## src/rtl/spi2cs_pkg.sv

```systemverilog
package spi2cs_pkg;
  localparam int BYTE_W = 8;
  localparam int ADDR_W = 5;

  typedef enum logic {
    PH_ADDR = 1'b0,
    PH_DATA = 1'b1
  } cfg_phase_e;

  // header byte, MSB first on the wire
  typedef struct packed {
    logic              start;
    logic              rd;
    logic [ADDR_W-1:0] addr;
    logic              stop;
  } hdr_byte_t;
endpackage

```

## src/rtl/spi2cs_sync.sv

```systemverilog
module spi2cs_sync #(
  parameter int           W       = 4,
  parameter int           STAGES  = 2,
  parameter logic [W-1:0] RST_VAL = '0
) (
  input  logic         clk,
  input  logic         rst_n,
  input  logic [W-1:0] din,
  output logic [W-1:0] q
);
  logic [W-1:0] stg_q [STAGES];

  always_ff @(posedge clk or negedge rst_n) begin
    if (!rst_n) begin
      for (int i = 0; i < STAGES; i++) stg_q[i] <= RST_VAL;
    end else begin
      stg_q[0] <= din;
      for (int i = 1; i < STAGES; i++) stg_q[i] <= stg_q[i-1];
    end
  end

  assign q = stg_q[STAGES-1];
endmodule

```

## src/rtl/spi2cs_shift.sv

```systemverilog
module spi2cs_shift #(
  parameter int BW = 8
) (
  input  logic                  clk,
  input  logic                  rst_n,
  input  logic                  clr,
  input  logic                  en,
  input  logic                  sck_rise,
  input  logic                  sck_fall,
  input  logic                  mosi_i,
  input  logic                  load_en,
  input  logic [BW-1:0]         load_val,
  output logic [$clog2(BW)-1:0] bit_idx,
  output logic                  byte_done,
  output logic [BW-1:0]         rx_byte,
  output logic                  miso_o
);
  localparam int CW = $clog2(BW);

  logic [CW-1:0] cnt_q, cnt_d;
  logic [BW-1:0] rx_q, rx_d, tx_q, tx_d;

  always_comb begin
    cnt_d = cnt_q;
    rx_d  = rx_q;
    tx_d  = tx_q;
    if (clr) begin
      cnt_d = '0;
    end else if (en && sck_rise) begin
      cnt_d = (cnt_q == CW'(BW-1)) ? '0 : cnt_q + 1'b1;
      rx_d  = {rx_q[BW-2:0], mosi_i};
    end
    if (load_en) begin
      tx_d = load_val;
    end else if (en && sck_fall && cnt_q != '0) begin
      tx_d = {tx_q[BW-2:0], 1'b0};
    end
  end

  always_ff @(posedge clk or negedge rst_n) begin
    if (!rst_n) begin
      cnt_q <= '0;
      rx_q  <= '0;
      tx_q  <= '0;
    end else begin
      cnt_q <= cnt_d;
      rx_q  <= rx_d;
      tx_q  <= tx_d;
    end
  end

  assign bit_idx   = cnt_q;
  assign byte_done = en && !clr && sck_rise && (cnt_q == CW'(BW-1));
  assign rx_byte   = {rx_q[BW-2:0], mosi_i};
  assign miso_o    = tx_q[BW-1];
endmodule

```

## src/rtl/spi2cs_regs.sv

```systemverilog
module spi2cs_regs #(
  parameter int NUM_REGS = 20,
  parameter int DW       = 8,
  parameter int AW       = 5
) (
  input  logic                   clk,
  input  logic                   rst_n,
  input  logic                   we,
  input  logic [AW-1:0]          waddr,
  input  logic [DW-1:0]          wdata,
  input  logic [AW-1:0]          raddr,
  output logic [DW-1:0]          rdata,
  output logic [NUM_REGS*DW-1:0] regs_flat
);
  logic [DW-1:0] mem_q [NUM_REGS];
  logic [DW-1:0] mem_d [NUM_REGS];

  always_comb begin
    for (int i = 0; i < NUM_REGS; i++) begin
      mem_d[i] = (we && 32'(waddr) == i) ? wdata : mem_q[i];
    end
  end

  always_ff @(posedge clk or negedge rst_n) begin
    if (!rst_n) begin
      for (int i = 0; i < NUM_REGS; i++) mem_q[i] <= '0;
    end else begin
      for (int i = 0; i < NUM_REGS; i++) mem_q[i] <= mem_d[i];
    end
  end

  always_comb begin
    rdata = '0;
    for (int i = 0; i < NUM_REGS; i++) begin
      if (32'(raddr) == i) rdata = mem_q[i];
    end
  end

  for (genvar g = 0; g < NUM_REGS; g++) begin : g_flat
    assign regs_flat[g*DW +: DW] = mem_q[g];

    // a write reaches its register one cycle later
    p_write_lands_r4: assert property (@(posedge clk) disable iff (!rst_n)
      (we && 32'(waddr) == g) |=> (regs_flat[g*DW +: DW] == $past(wdata)));
  end

  // writes beyond the file change nothing
  p_oob_ignored_r8: assert property (@(posedge clk) disable iff (!rst_n)
    (we && 32'(waddr) >= NUM_REGS) |=> $stable(regs_flat));
endmodule

```

## src/rtl/spi2cs_port.sv

```systemverilog
module spi2cs_port
  import spi2cs_pkg::*;
#(
  parameter int NUM_REGS    = 20,
  parameter int SYNC_STAGES = 2
) (
  input  logic                       clk,
  input  logic                       rst_n,
  input  logic                       sck,
  input  logic                       mosi,
  input  logic                       cfg_cs_n,
  input  logic                       dat_cs_n,
  output logic                       miso,
  output logic                       miso_oe,
  output logic                       fifo_push,
  output logic [BYTE_W-1:0]          fifo_push_data,
  output logic                       fifo_pop,
  input  logic [BYTE_W-1:0]          fifo_rdata,
  output logic [NUM_REGS*BYTE_W-1:0] regs_flat
);
  localparam int CW = $clog2(BYTE_W);

  // reset: asserted asynchronously, released on the clock
  logic [1:0] rst_pipe;
  logic       rst_ni;
  always_ff @(posedge clk or negedge rst_n) begin
    if (!rst_n) rst_pipe <= '0;
    else        rst_pipe <= {rst_pipe[0], 1'b1};
  end
  assign rst_ni = rst_pipe[1];

  // input synchronizer and edge detection
  logic [3:0] sync_q;
  logic [2:0] edg_q;
  logic       sck_s, mosi_s, cfg_s, dat_s;
  logic       sck_rise, sck_fall, cfg_start, dat_fall;

  spi2cs_sync #(.W(4), .STAGES(SYNC_STAGES), .RST_VAL(4'b0011)) u_sync (
    .clk   (clk),
    .rst_n (rst_ni),
    .din   ({sck, mosi, cfg_cs_n, dat_cs_n}),
    .q     (sync_q)
  );

  always_ff @(posedge clk or negedge rst_ni) begin
    if (!rst_ni) edg_q <= 3'b011;
    else         edg_q <= {sync_q[3], sync_q[1:0]};
  end

  assign sck_s     = sync_q[3];
  assign mosi_s    = sync_q[2];
  assign cfg_s     = sync_q[1];
  assign dat_s     = sync_q[0];
  assign sck_rise  = sck_s & ~edg_q[2];
  assign sck_fall  = ~sck_s & edg_q[2];
  assign cfg_start = ~cfg_s & edg_q[1];
  assign dat_fall  = ~dat_s & edg_q[0];

  // framing state
  cfg_phase_e        phase_q, phase_d;
  hdr_byte_t         hdr_q, hdr_d;
  logic              dat_done_q, dat_done_d;
  logic              push_q, push_d, pop_q, pop_d;
  logic [BYTE_W-1:0] push_data_q, push_data_d;

  logic              cfg_sel, dat_sel, dat_start, active, clr;
  logic              hdr_ok, rd_phase, load_en, reg_we;
  logic [BYTE_W-1:0] load_val, rdata, rx_byte;
  logic [CW-1:0]     bit_idx;
  logic              byte_done, sh_miso;

  assign cfg_sel   = ~cfg_s;
  assign dat_sel   = ~dat_s & cfg_s;
  assign dat_start = dat_fall & cfg_s;
  assign active    = cfg_sel | (dat_sel & ~dat_done_q);
  assign clr       = ~active | cfg_start | dat_start;
  assign hdr_ok    = ~hdr_q.start & hdr_q.stop;
  assign rd_phase  = cfg_sel & (phase_q == PH_DATA) & hdr_ok & hdr_q.rd;
  assign load_en   = cfg_start | dat_start | (cfg_sel & sck_fall & (bit_idx == '0));
  assign load_val  = dat_start ? fifo_rdata : (rd_phase ? rdata : '0);
  assign reg_we    = cfg_sel & byte_done & (phase_q == PH_DATA) & hdr_ok & ~hdr_q.rd;

  always_comb begin
    phase_d     = phase_q;
    hdr_d       = hdr_q;
    dat_done_d  = dat_done_q;
    push_d      = dat_sel & byte_done;
    push_data_d = push_data_q;
    pop_d       = dat_start;
    if (!cfg_sel) begin
      phase_d = PH_ADDR;
    end else if (byte_done) begin
      phase_d = (phase_q == PH_ADDR) ? PH_DATA : PH_ADDR;
      if (phase_q == PH_ADDR) hdr_d = hdr_byte_t'(rx_byte);
    end
    if (!dat_sel)       dat_done_d = 1'b0;
    else if (byte_done) dat_done_d = 1'b1;
    if (push_d) push_data_d = rx_byte;
  end

  always_ff @(posedge clk or negedge rst_ni) begin
    if (!rst_ni) begin
      phase_q     <= PH_ADDR;
      hdr_q       <= '0;
      dat_done_q  <= 1'b0;
      push_q      <= 1'b0;
      push_data_q <= '0;
      pop_q       <= 1'b0;
    end else begin
      phase_q     <= phase_d;
      hdr_q       <= hdr_d;
      dat_done_q  <= dat_done_d;
      push_q      <= push_d;
      push_data_q <= push_data_d;
      pop_q       <= pop_d;
    end
  end

  spi2cs_shift #(.BW(BYTE_W)) u_shift (
    .clk       (clk),
    .rst_n     (rst_ni),
    .clr       (clr),
    .en        (active),
    .sck_rise  (sck_rise),
    .sck_fall  (sck_fall),
    .mosi_i    (mosi_s),
    .load_en   (load_en),
    .load_val  (load_val),
    .bit_idx   (bit_idx),
    .byte_done (byte_done),
    .rx_byte   (rx_byte),
    .miso_o    (sh_miso)
  );

  spi2cs_regs #(.NUM_REGS(NUM_REGS), .DW(BYTE_W), .AW(ADDR_W)) u_regs (
    .clk       (clk),
    .rst_n     (rst_ni),
    .we        (reg_we),
    .waddr     (hdr_q.addr),
    .wdata     (rx_byte),
    .raddr     (hdr_q.addr),
    .rdata     (rdata),
    .regs_flat (regs_flat)
  );

  assign miso           = sh_miso;
  assign miso_oe        = ~cfg_cs_n | ~dat_cs_n;
  assign fifo_push      = push_q;
  assign fifo_push_data = push_data_q;
  assign fifo_pop       = pop_q;

  // a push never follows a cycle in which the register port owned the bus
  p_push_not_cfg_r12: assert property (@(posedge clk) disable iff (!rst_ni)
    fifo_push |-> !$past(cfg_sel));

  // a popped byte starts from a cleared bit count
  p_pop_clean_r11: assert property (@(posedge clk) disable iff (!rst_ni)
    fifo_pop |-> (bit_idx == '0));

  // releasing the register select with no payload select drops the partial byte
  p_cfg_release_r9: assert property (@(posedge clk) disable iff (!rst_ni)
    (cfg_s && !edg_q[1] && dat_s) |=> (bit_idx == '0));
endmodule

```

## config.mk

```make
export PLATFORM = sky130hd
export DESIGN_NAME = spi2cs_port
export DESIGN_NICKNAME = d
export VERILOG_FILES = /design/src/rtl/spi2cs_pkg.sv /design/src/rtl/spi2cs_sync.sv /design/src/rtl/spi2cs_shift.sv /design/src/rtl/spi2cs_regs.sv /design/src/rtl/spi2cs_port.sv
export SDC_FILE = /design/constraint.sdc
export NUM_CORES = 1
export LEC_CHECK = 0
export CAP_MARGIN = 10
export CORE_MARGIN = 8
export CORE_UTILIZATION = 62
export CTS_BUF_LIST = sky130_fd_sc_hd__clkbuf_4 sky130_fd_sc_hd__clkbuf_8 sky130_fd_sc_hd__clkbuf_16
export DETAILED_ROUTE_END_ITERATION = 12
export DONT_BUFFER_PORTS = 1
export PLACE_DENSITY = 0.78
export SYNTH_ARGS = -nofsm -noshare
export SYNTH_HDL_FRONTEND = slang
export SYNTH_SLANG_ARGS = --single-unit
```

## constraint.sdc

```tcl
create_clock -name clk -period 8.3 [get_ports clk]
set_input_delay 1.245 -clock clk [delete_from_list [all_inputs] [get_ports clk]]
set_output_delay 1.245 -clock clk [all_outputs]
set_load 0.005 [all_outputs]
```

# == After elaboration in Yosys (flattened, before gate mapping) ==
# Cells that the tools add are included.
# classes
add_sub_neg,1
mul,0
n_div,0
n_lt_le_gt_ge,0
eq_ne,21
shift,0
muxes,32
bitwise,36
n_reduce_logical,35
# op_table
op,count
2-to-1 mux 8 bit,24
"== test 5 x 4 -> 1 bit, second input constant",8
logical AND 1 bit,26
"== test 5 x 3 -> 1 bit, second input constant",4
"== test 5 bit, second input constant",4
AND 1 bit,18
inverter 1 bit,12
"== test 5 x 2 -> 1 bit, second input constant",2
2-to-1 mux 3 bit,3
bitwise OR 1 bit,6
nonzero test 2 bit,3
"== test 5 x 1 -> 1 bit, second input constant",1
zero test 5 bit,1
2-to-1 mux 1 bit,5
"adder 3 x 1 -> 3 bit, second input constant",1
"== test 3 bit, second input constant",1
zero test 3 bit,1
AND reduction 3 bit,1
nonzero test 3 bit,1
"inequality test 2 x 1 -> 1 bit, second input constant",1
AND reduction 2 bit,1
zero test 1 bit,1
# word_totals
regBits,211
latchBits,0
ramBits,0
rom_bits,0
out_inout_bits,172
wordCells,161
memories,0

# == Logic depth before layout (Yosys ltp) ==
# logic_depth
depth_word,24
mapped_depth,10

# == Modules after synthesis ==
# Synthesis repeated with hierarchy kept, for this count alone.
# hier_totals
cells_unflattened,838
area_unflattened_um2,10143.5
# modules_own_cells
mod,n_inst,cells_each,area_each_um2,seq_area_each_um2
spi2cs_regs,1,677,7975.1,4003.8
spi2cs_port,1,74,1057.3,628.1
spi2cs_shift,1,75,875.8,450.4
spi2cs_sync,1,12,235.2,205.2

# == Least setup slack after synthesis ==
# Ideal clock, no wire load.
# synth_timing
kind,input to output
startpoint,input cfg_cs_n
endpoint,output miso_oe
t_arrival_ps,1301
path_slack_ps,5754
stages,1
path_buffers,0
cell_sequence,nand2_1
# synth_between
elab_chain_cells,2
# synth_lines
element,line_no,text
from (decl),spi2cs_port.sv:11,"input logic cfg_cs_n,"
inverter 1 bit,spi2cs_port.sv:147,assign miso_oe = ~cfg_cs_n | ~dat_cs_n;
bitwise OR 1 bit,spi2cs_port.sv:147,
to (decl),spi2cs_port.sv:14,"output logic miso_oe,"
# Every way passes these cells.

# == Worst setup path after layout ==
# layout_timing
startpoint,register hdr_q[2] in the netlist's numbering
endpoint,register u_shift.tx_q[2]
# layout_between
elab_chain_cells,24
# layout_lines
element,line_no,text
from (decl),spi2cs_port.sv:61,"hdr_byte_t hdr_q, hdr_d;"
from (signal assigned),spi2cs_port.sv:111,hdr_q <= hdr_d;
zero test 5 bit,spi2cs_regs.sv:35,if (32'(raddr) == i) rdata = mem_q[i];
2-to-1 mux 8 bit (19 in series),spi2cs_regs.sv:35,
2-to-1 mux 8 bit *,spi2cs_regs.sv:35,
2-to-1 mux 8 bit * (2 in series),spi2cs_port.sv:80,assign load_val = dat_start ? fifo_rdata : (rd_phase ? rdata : '0);
2-to-1 mux 8 bit *,spi2cs_shift.sv:33,if (load_en) begin
to (signal assigned),spi2cs_shift.sv:48,tx_q <= tx_d;
to (decl),spi2cs_shift.sv:21,"logic [BW-1:0] rx_q, rx_d, tx_q, tx_d;"
# Every way passes the cells marked *; elsewhere a longest branch is shown, timed or not.
# A chain may end at the register's enable or synchronous reset.

==> impl_metrics.ini <==
[global_routing]
grt_pass1_vias = 7329
grt_overflow_total = 0
antenna_found_initial = 0
grt_pass1_wl_um = 48060
grt_usage_pct = 31.16
grt_max_degree = 76

[setup_path]
critPathSlowestCell = nor2b_1
start_kind = flop
crit_buf_inv = 1
crit_required_ns = 8.65
slowest_delay_ns = 1.02
timing.setup.critical_path_class = reg -> reg
cp_max_fo = 47
crit_top_cell = o21ai_0
worstPathArrival_ns = 3.87
cp_cell_sequence = buf_4 -> nor2b_1 -> o21ai_0 -> a2bb2oi_1 -> o21ai_0 -> o21ai_0 -> a32oi_1
startpoint = hdr_q[2]
cp.depth = 7
reg2reg_from = hdr_q[2]
cp-end-kind = flop
rr_worst_depth = 7
cpLargestDelayFamily = compound AO/OA/AOI/OAI gates

[cells_and_area]
drive_gt1_share_pct = 34.92
layout_common_cells = dfrtp_1, mux2_2, o21ai_0
fin_cells = 1039
n_antenna_cell = 0
fin_nets = 819
syn2layout_area_growth_pct = 9.077
layout_commonest_cell = dfrtp_1

[timing]
min_period_over_period_pct = 42.39
setup_viol = 0
finalHoldViolCount = 0
fmax_ghz = 0.2842
finClkSkew_ns = 0.01987
min_period_ns = 3.519
final_max_slew_viol_count = 0
tightest_slew_ns = 1.231
final.setup.tns_ns = 0
layout_setup_ws_ns = 4.781
rsz0062_at_grt = no
slew_headroom_pct = 17.77

[routing]
via_per_inst = 7.004
routed_wl_um = 31920
drtIter0Drc = 658
first_pass_iters = 6
wl_per_cell_um = 30.72
detail-route-antenna-nets = 0
drc = 0
vias = 7277

[hold_path]
min_path_cells = 0
worstHoldStart = u_sync.stg_q[6]
min_path_type = reg -> reg

[synthesis]
synth_seq_area_share_pct = 52.04
synth_mux_area_share_pct = 24.26
synth_xor_area_share_pct = 0.08621
avgSynthCellArea_um2 = 12.31
netlist_area_um2 = 10160
synth_compound_area_share_pct = 9.273
synth_cells = 825
synth_warnings = 0
ys.flop_type = dfrtp_1
yosys.area_share.simple_pct = 11.06
syn_nets = 842
synth-edff-count = 0
synth.distinct_cells = 73
synthArstFlopShare_pct = 100.0
ys_seq_elements = 211
synth_top_family_by_area = multiplexers
synthAdderAreaFrac_pct = 0.3695

[power]
pwr-share-seq_pct = 51.6
p_switching_uw = 597.4
peakVddDrop_v = 0.0001659
p_leak_nw = 5.200
combPwrFrac_pct = 2.4
p_clk_share_pct = 46.0
intPower_mw = 1.718
power-per-cell-area_nw_per_um2 = 208.9
swShare_pct = 25.80

[floorplanning]
die_w_um = 144.0
dieArea_um2 = 20740
dieHeight_um = 144.0
start_util_pct = 62.37
core_area_um2 = 16290
rows = 47
ioPinCount = 186

[clocking]
cts-resized-gates = 0
hold_buffers = 0
clkTransAtPathRegs_ns = 0.07
root_buffer = clkbuf_16
cts_buffers = 23
postCtsSetupRepairBufs = 0
clk_latency_ns = 0.52
cts.sinks = 211
cts-htree-levels = 1
clk_path_buf_depth = 3
cts_tree = done

[placed_design]
dp.cells = 997
dp_hpwl_um = 22210
gp_congestion = 0.9498
port_buffers = 0
dp_slack_ns = 4.811

[job]
timing.max_cap.violations = 0

[run_status]
status = finished, final reports clean
[cell families (layout without fill, tap and decap cells)]
kind of cell,Yosys count,after routing
multiplexers,216,216
flip-flops,211,211
AND/OR/NAND/NOR,176,176
AO/OA/AOI/OAI,148,148
buffers and inverters,69,63
adder cells (fa/ha/maj),3,3
other,1,1
XOR/XNOR,1,1
[worst paths after layout]
check	end	slack (ns)
max	u_shift.tx_q[2]	4.78
min in group asynchronous	u_regs.regs_flat[104]	0.43
min	u_sync.q[2]	0.35
max in group asynchronous	hdr_q[2]	6.34
max reg2reg	u_shift.tx_q[2]	4.78
min reg2reg	u_sync.q[2]	0.35
[cell usage after synthesis, drive strengths merged, types with 3 or more instances]
| master | instances | area share (%) |
|---|---|---|
| inv | 13 | 0.48 |
| o22ai | 9 | 0.55 |
| a22oi | 3 | 0.22 |
| o221ai | 3 | 0.26 |
| nand2 | 34 | 1.4 |
| a31oi | 5 | 0.31 |
| a2111oi | 3 | 0.26 |
| or2 | 4 | 0.25 |
| a22o | 5 | 0.43 |
| o31a | 3 | 0.26 |
| o32ai | 3 | 0.26 |
| nor3 | 14 | 0.69 |
| clkbuf | 29 | 1.1 |
| o21ai | 48 | 2.4 |
| nor2b | 11 | 0.68 |
| a211oi | 5 | 0.37 |
| dfrtp | 205 | 50 |
| nor4 | 3 | 0.18 |
| ha | 3 | 0.37 |
| o211ai | 3 | 0.22 |
| and3b | 6 | 0.52 |
| a21oi | 35 | 1.7 |
| nand3b | 3 | 0.22 |
| nor2 | 39 | 1.5 |
| nand4 | 4 | 0.69 |
| buf | 27 | 1.3 |
| nand3 | 26 | 2.4 |
| nand2b | 7 | 0.43 |
| or3 | 4 | 0.25 |
| dfstp | 6 | 1.6 |
| or3b | 3 | 0.26 |
| and3 | 3 | 0.18 |
| mux2 | 192 | 21 |
| mux2i | 19 | 1.9 |
| nor3b | 7 | 0.67 |
| mux4 | 5 | 1.1 |
[sequential cells by signal, indices dropped and copies added (netlist names)]
register and flops:
fifo_pop 1, u_shift.rx_q 7, u_regs.regs_flat 160, u_shift.bit_idx 3, u_sync.q 4, dat_done_q 1
phase_q 1, rst_pipe 2, hdr_q 8, u_sync.stg_q 4, u_shift.tx_q 8, fifo_push_data 8
edg_q 3, fifo_push 1
[per-stage QoR]
step	power, mW	area (um2)	util (%)	hold slack [ns]
after floorplan	1.186	10160	-	0.3312
after global placement	1.258	10260	63.00	0.3325
after detailed placement	1.264	10270	63.07	0.3404
after CTS	2.324	11080	68.03	0.3556
after global routing	2.375	11080	68.03	0.3576
final	2.315	11080	68.03	0.3542
[per-layer routing]
layer / GRT usage (%) / vias to the layer above / share of wire [%] / wire length [um]
met3: 7.263 / 73 / 9.9 / 3174
met4: 11.12 / 0 / 3.4 / 1084
met2: 49.60 / 392 / 48 / 15320
met1: 41.11 / 3813 / 39 / 12340
met5: 0 / - / 0 / 0
li1: - / 2999 / - / -
[cell type report]
type	count	area, um2
sequential	211	5294
tap	220	275.3
inverter	13	48.80
fill	1211	5207
multi-input combinational	545	4592
clock inverter	10	121.4
timing repair buffer	8	63.81
clock buffer	32	686.9
[power groups by stage]
stage          registers [mW]  clock network, mW  logic (mW)
2_1_floorplan            1.10                  0      0.0862
3_3_place_gp             1.21                  0      0.0529
3_5_place_dp             1.21                  0      0.0553
4_1_cts                  1.19               1.08      0.0559
5_1_grt                  1.20               1.11      0.0623
6_report                 1.19               1.07      0.0554
No activity file was read; power rests on OpenSTA's default activity.
